==> src/rtl/kc_pkg.sv <==
package kc_pkg;

  // channel address width; channel count derives from it
  parameter int KC_CH_W = 5;
  localparam int KC_NUM_CH = 1 << KC_CH_W;

  typedef enum logic {
    KC_SCAN = 1'b0,
    KC_SEND = 1'b1
  } kcState_e;

  // strobes from the scan control to the frame datapath
  typedef struct packed {
    logic               load;
    logic [KC_CH_W-1:0] sel;
  } kcCtrl_t;

endpackage

==> src/rtl/kc_bit_tick.sv <==
module kc_bit_tick #(
  parameter int DIV = 10
) (
  input  logic clk,
  input  logic rstN,
  input  logic en,
  input  logic clr,
  output logic tick
);

  localparam int CW = (DIV > 1) ? $clog2(DIV) : 1;

  logic [CW-1:0] divCnt;

  assign tick = en && (divCnt == CW'(DIV - 1));

  always_ff @(posedge clk) begin
    if (!rstN || clr || tick) begin
      divCnt <= '0;
    end else if (en) begin
      divCnt <= divCnt + 1'b1;
    end
  end

endmodule

==> src/rtl/kc_frame_dp.sv <==
module kc_frame_dp
  import kc_pkg::*;
#(
  parameter int CHAR_W = 8,
  parameter int DIV    = 10
) (
  input  logic                          clk,
  input  logic                          rstN,
  input  kcCtrl_t                       ctrl,
  input  logic [KC_NUM_CH*CHAR_W-1:0]   chData,
  output logic                          serOut,
  output logic                          busy,
  output logic                          frameDone
);

  localparam int WORD_W     = 1 + CHAR_W + KC_CH_W;
  localparam int FRAME_BITS = WORD_W + 2;
  localparam int BC_W       = $clog2(FRAME_BITS + 1);

  logic [CHAR_W-1:0]         chosenChar;
  logic [CHAR_W+KC_CH_W-1:0] payload;
  logic                      parityBit;
  logic [WORD_W-1:0]         wordNext;
  logic [WORD_W:0]           shiftReg;
  logic [BC_W-1:0]           bitsLeft;
  logic                      lineReg;
  logic                      bitTick;

  assign chosenChar = chData[ctrl.sel*CHAR_W +: CHAR_W];
  assign payload    = {ctrl.sel, chosenChar};
  assign parityBit  = ~^payload;
  assign wordNext   = {payload, parityBit};

  kc_bit_tick #(.DIV(DIV)) i_tick (
    .clk (clk),
    .rstN(rstN),
    .en  (busy),
    .clr (ctrl.load),
    .tick(bitTick)
  );

  assign frameDone = bitTick && (bitsLeft == BC_W'(1));
  assign serOut    = lineReg;

  always_ff @(posedge clk) begin
    if (!rstN) begin
      shiftReg <= '1;
      bitsLeft <= '0;
      lineReg  <= 1'b1;
      busy     <= 1'b0;
    end else if (ctrl.load) begin
      shiftReg <= {1'b1, wordNext};
      bitsLeft <= BC_W'(FRAME_BITS);
      lineReg  <= 1'b0;
      busy     <= 1'b1;
    end else if (bitTick) begin
      lineReg  <= shiftReg[0];
      shiftReg <= {1'b1, shiftReg[WORD_W:1]};
      bitsLeft <= bitsLeft - 1'b1;
      if (bitsLeft == BC_W'(1)) busy <= 1'b0;
    end
  end

  AST_IDLE_LINE_HIGH: assert property (@(posedge clk) disable iff (!rstN)
    !busy |-> serOut);
  AST_START_BIT_LOW: assert property (@(posedge clk) disable iff (!rstN)
    ctrl.load |=> !serOut);
  AST_WORD_ODD_PARITY: assert property (@(posedge clk) disable iff (!rstN)
    ctrl.load |=> ($countones(shiftReg[WORD_W-1:0]) % 2 == 1));
  AST_FRAME_BUSY: assert property (@(posedge clk) disable iff (!rstN)
    ctrl.load |=> busy);

endmodule

==> src/rtl/kc_scan_ctrl.sv <==
module kc_scan_ctrl
  import kc_pkg::*;
(
  input  logic                 clk,
  input  logic                 rstN,
  input  logic [KC_NUM_CH-1:0] chReady,
  input  logic                 frameDone,
  input  logic                 busy,
  output kcCtrl_t              ctrl,
  output logic [KC_NUM_CH-1:0] chAck
);

  kcState_e           state;
  logic [KC_CH_W-1:0] scanPtr;

  assign ctrl.load = (state == KC_SCAN) && chReady[scanPtr];
  assign ctrl.sel  = scanPtr;

  always_ff @(posedge clk) begin
    if (!rstN) begin
      state   <= KC_SCAN;
      scanPtr <= '0;
      chAck   <= '0;
    end else begin
      chAck <= '0;
      case (state)
        KC_SCAN: begin
          if (chReady[scanPtr]) begin
            state          <= KC_SEND;
            chAck[scanPtr] <= 1'b1;
          end else begin
            scanPtr <= scanPtr + 1'b1;
          end
        end
        default: begin
          if (frameDone) begin
            state   <= KC_SCAN;
            scanPtr <= scanPtr + 1'b1;
          end
        end
      endcase
    end
  end

  AST_ACK_ONEHOT: assert property (@(posedge clk) disable iff (!rstN)
    $onehot0(chAck));
  AST_ACK_ON_SERVED: assert property (@(posedge clk) disable iff (!rstN)
    ctrl.load |=> chAck[$past(scanPtr)]);
  AST_NO_LOAD_WHILE_BUSY: assert property (@(posedge clk) disable iff (!rstN)
    busy |-> !ctrl.load);
  AST_RESUME_NEXT: assert property (@(posedge clk) disable iff (!rstN)
    frameDone |=> (scanPtr == KC_CH_W'($past(scanPtr) + 1'b1)));

endmodule

==> src/rtl/keyset_concentrator.sv <==
module keyset_concentrator
  import kc_pkg::*;
#(
  parameter int CLK_HZ   = 250_000_000,
  parameter int BIT_RATE = 1200,
  parameter int CHAR_W   = 8
) (
  input  logic                        clk,
  input  logic                        rstN,
  input  logic [KC_NUM_CH-1:0]        chReady,
  input  logic [KC_NUM_CH*CHAR_W-1:0] chData,
  output logic [KC_NUM_CH-1:0]        chAck,
  output logic                        serOut
);

  localparam int DIV = CLK_HZ / BIT_RATE;

  kcCtrl_t ctrl;
  logic    busy;
  logic    frameDone;

  kc_scan_ctrl i_ctrl (
    .clk      (clk),
    .rstN     (rstN),
    .chReady  (chReady),
    .frameDone(frameDone),
    .busy     (busy),
    .ctrl     (ctrl),
    .chAck    (chAck)
  );

  kc_frame_dp #(.CHAR_W(CHAR_W), .DIV(DIV)) i_dp (
    .clk      (clk),
    .rstN     (rstN),
    .ctrl     (ctrl),
    .chData   (chData),
    .serOut   (serOut),
    .busy     (busy),
    .frameDone(frameDone)
  );

  AST_RESET_IDLE: assert property (@(posedge clk)
    !rstN |=> (serOut && chAck == '0));

endmodule

==> config.mk <==
export PLATFORM = sky130hd
export DESIGN_NAME = keyset_concentrator
export DESIGN_NICKNAME = d
export VERILOG_FILES = /design/src/rtl/kc_pkg.sv /design/src/rtl/kc_bit_tick.sv /design/src/rtl/kc_frame_dp.sv /design/src/rtl/kc_scan_ctrl.sv /design/src/rtl/keyset_concentrator.sv
export SDC_FILE = /design/constraint.sdc
export NUM_CORES = 1
export LEC_CHECK = 0
export BUFFER_PORTS_ARGS = -buffer_cell sky130_fd_sc_hd__buf_4
export CAP_MARGIN = 10
export CORE_AREA = 3 3 125 127
export CTS_BUF_LIST = sky130_fd_sc_hd__clkbuf_16
export CTS_CLUSTER_SIZE = 20
export DETAILED_ROUTE_END_ITERATION = 10
export DIE_AREA = 0 0 128 130
export PLACE_DENSITY = 0.72
export SKIP_CTS_REPAIR_TIMING = 1
export SYNTH_ARGS = -nofsm -noshare
export SYNTH_HDL_FRONTEND = slang
export SYNTH_SLANG_ARGS = --single-unit
==> constraint.sdc <==
create_clock -name clk -period 2.7 [get_ports clk]
set_input_delay 0 -clock clk [delete_from_list [all_inputs] [get_ports clk]]
set_output_delay 0 -clock clk [all_outputs]
set_load 0.01 [all_outputs]
==> results.sh <==
export IMPL_ioPinCount=323
export IMPL_worstPathArrival_ns=2.87
export IMPL_worstSetupPathType="flip-flop to flip-flop"
export IMPL_die_h_um=130
export IMPL_required_ns=2.97
export IMPL_htreeDepth=3
export IMPL_fin_cells=1064
export IMPL_rr_worst_depth=10
export IMPL_syn_nets=840
export IMPL_initial_utilization=0.3744
export IMPL_start_kind="flip-flop"
export IMPL_drv_slew=0
export IMPL_fp_dieW_um=128
export IMPL_use_met2=0.4331
export IMPL_cts_sinks=77
export IMPL_status="complete, no violations"
export IMPL_drc=0
export IMPL_syn_inst=541
export IMPL_numCtsBuffers=9
export IMPL_dieArea_sq_um=16640
export IMPL_clock_latency_ns=0.33
export IMPL_grt_pass1_vias=5747
export IMPL_p_per_area_nw_per_um2=677.8
export IMPL_r2r_setup_slack_ns=0.1
export IMPL_critPathMaxFanout=17
export IMPL_worst_pin_slew_ns=0.3296
export IMPL_use_met1=0.3087
export IMPL_cp_end_kind="flip-flop"
export IMPL_antenna_cells=0
export IMPL_layout_commonest_cell="buf_4"
export IMPL_hpwlAfterDp_um=17660
export IMPL_ys_seq_elements=77
export IMPL_r2r_end="i_dp.shiftReg[0]$_SDFFE_PN1P_"
export IMPL_drt_iter0_drc=334
export IMPL_hold_depth=7
export IMPL_maxCapViolations=0
export IMPL_fin_skew_ns=0.005671
export IMPL_routedWlPerCell_um=20.18
export IMPL_synth_edf_count=0
export IMPL_final_nets=1174
export IMPL_clkTransAtPathRegs_ns=0.06
export IMPL_final_cell_mix="buf_4 (345), dfxtp_1 (74), mux2i_1 (72)"
export IMPL_hold_viol=0
export IMPL_finalSetupViolations=0
export IMPL_yosysSeqAreaShare=0.2833
export IMPL_area_delta_synth_final_pct=60.24
export IMPL_worstHoldEndpoint="i_dp.shiftReg[7]$_SDFFE_PN1P_"
export IMPL_synth_flop_cell="dfxtp_1"
export IMPL_drive_above_1_share=0.5011
export IMPL_grt_start_max_net_pins=40
export IMPL_root_buffer="clkbuf_16"
export IMPL_postLayoutCoreUtil=0.5999
export IMPL_ys_types=57
export IMPL_busiest_layer="met2"
export IMPL_synthArstFlopShare=0
export IMPL_viasPerCell=5.346
export IMPL_fmax_mhz=384.0
export IMPL_rsz0062_at_grt="yes"
export IMPL_core_area_sq_um=14530
export IMPL_place_congestion=0.9234
export IMPL_slew_headroom=0.7740
export IMPL_cts_tree="yes"
export IMPL_fp_row_count=44
export IMPL_yosysWarnings=0
export IMPL_synth_cell_area_sq_um=5441
export IMPL_grt_overflow=0
export IMPL_hold_start="chData[214]"
export IMPL_grt_pass1_wl_um=31580
export IMPL_vdd_drop_max_mv=0.3538
export IMPL_nFillCells=1291
export IMPL_grt_antenna_before_repair=0
export IMPL_via_count=5688
export IMPL_drt_total_wl_um=21470
export IMPL_dp_cells=1042
export IMPL_avgSynthCellArea_sq_um=10.06
export IMPL_firstDrtPassIters=5
export IMPL_hold_class="input pin to flip-flop"
export IMPL_fin_crit_ns=2.604
export IMPL_grt_usage=0.2453
export IMPL_gr_usage_met3=0.05935
export IMPL_period_share=0.9645
export IMPL_cts_buffer_depth=2
export IMPL_r2r_start="i_ctrl.scanPtr[1]$_SDFFE_PN0P_"
export IMPL_io_buffers=322
export IMPL_final_antenna_net_count=0
export IMPL_p_leak_uw=0.003652
==> registers in the layout, indices dropped and copies added, names as in the netlist <==
register / cells
i_ctrl.chAck: 32
i_ctrl.scanPtr: 5
i_ctrl.state: 1
i_dp.bitsLeft: 5
i_dp.busy: 1
i_dp.i_tick.divCnt: 18
i_dp.serOut: 1
i_dp.shiftReg: 14
==> worst max-delay path by stage <==
| stage | start | to | cells past startpoint |
|---|---|---|---|
| floorplan | i_ctrl.scanPtr[1]$_SDFFE_PN0P_ | i_dp.shiftReg[0]$_SDFFE_PN1P_ | 12 |
| global placement | i_ctrl.scanPtr[1]$_SDFFE_PN0P_ | i_dp.shiftReg[0]$_SDFFE_PN1P_ | 10 |
| detailed placement | i_ctrl.scanPtr[1]$_SDFFE_PN0P_ | i_dp.shiftReg[0]$_SDFFE_PN1P_ | 10 |
| CTS | i_ctrl.scanPtr[1]$_SDFFE_PN0P_ | i_dp.shiftReg[0]$_SDFFE_PN1P_ | 10 |
| global route | i_ctrl.scanPtr[1]$_SDFFE_PN0P_ | i_dp.shiftReg[0]$_SDFFE_PN1P_ | 11 |
| finish | i_ctrl.scanPtr[1]$_SDFFE_PN0P_ | i_dp.shiftReg[0]$_SDFFE_PN1P_ | 10 |
==> synthesized netlist by cell type (all sizes together), types with 3 or more instances <==
cell	number	area share
a21oi	5	0.0053
nor2b	7	0.0080
clkbuf	6	0.0041
o22ai	33	0.038
xnor2	23	0.037
mux2i	84	0.15
a32oi	4	0.0064
o21ai	4	0.0037
nand4	4	0.0046
mux4	37	0.16
nand4bb	3	0.0062
a22oi	6	0.0083
nor4	8	0.0092
and3	6	0.0069
nor2	59	0.041
dfxtp	77	0.28
nand4b	4	0.0064
mux2	14	0.029
nand2	41	0.028
and2	10	0.011
nand2b	3	0.0048
xor2	10	0.016
or4b	4	0.0080
ha	9	0.021
nor3	7	0.0064
nand3	9	0.0083
inv	7	0.0048
or4bb	3	0.0062
and4	3	0.0048
buf	30	0.036
==> layout make-up <==
type                       instances  area, sq um  area share
tap                              184        230.2     0.02640
inverter                           7        26.28    0.003013
multi-input combinational        421         3725      0.4272
sequential                        77         1550      0.1778
clock inverter                     7        81.33    0.009327
timing repair buffer             359         2882      0.3305
clock buffer                       9        225.2     0.02583
==> cell families (layout without fill, tap and decap cells) <==
kind of cell               Yosys count  after routing  synth area share
xor gates and xnor gates            34             34           0.05725
buffers and inverters               43            382           0.04507
muxes                              135            135            0.3408
and+or+nand+nor                    178            178            0.1708
AOI/OAI and AO/OA                   65             65           0.08209
DFF                                 77             77            0.2833
adders and majority gates            9              9           0.02069
==> through the flow <==
step / hold slack, ns / area, sq um / setup TNS [ns] / total power, uW / setup slack [ns]
after CTS: -0.02983 / 8537 / -0.01840 / 5725 / -0.01840
after global routing: 0.3194 / 8720 / -0.1861 / 6239 / -0.05640
final: 0.2670 / 8720 / 0 / 5910 / 0.09584
after global placement: 0.3116 / 8230 / 0 / 4453 / 0.03763
after floorplan: 0.1282 / 5441 / 0 / 3480 / 0.01066
after detailed placement: 0.3183 / 8230 / -0.0006852 / 4486 / -0.0006852
==> power breakdown <==
part / leakage [uW] / switching [uW] / internal [uW]
logic: 0.00287 / 1430 / 1880
registers: 0.000627 / 102 / 1280
clock network: 0.000152 / 493 / 730
==> per-layer routing <==
metal  wire length (um)  part of all wire
met1               8369              0.39
met2              11180              0.52
met3               1655             0.077
met4                265             0.012
met5                  0                 0
==> worst max-delay path: stages (launching register included) <==
cell	delay [ns]
dfxtp_4	0.44
buf_16	0.20
mux2i_1	0.25
o22ai_1	0.12
nor4_1	0.33
nand2_1	0.18
xnor2_2	0.21
xnor2_1	0.14
xnor3_1	0.40
and2_1	0.16
o21ai_1	0.11
(Power assumes the default switching activity.)
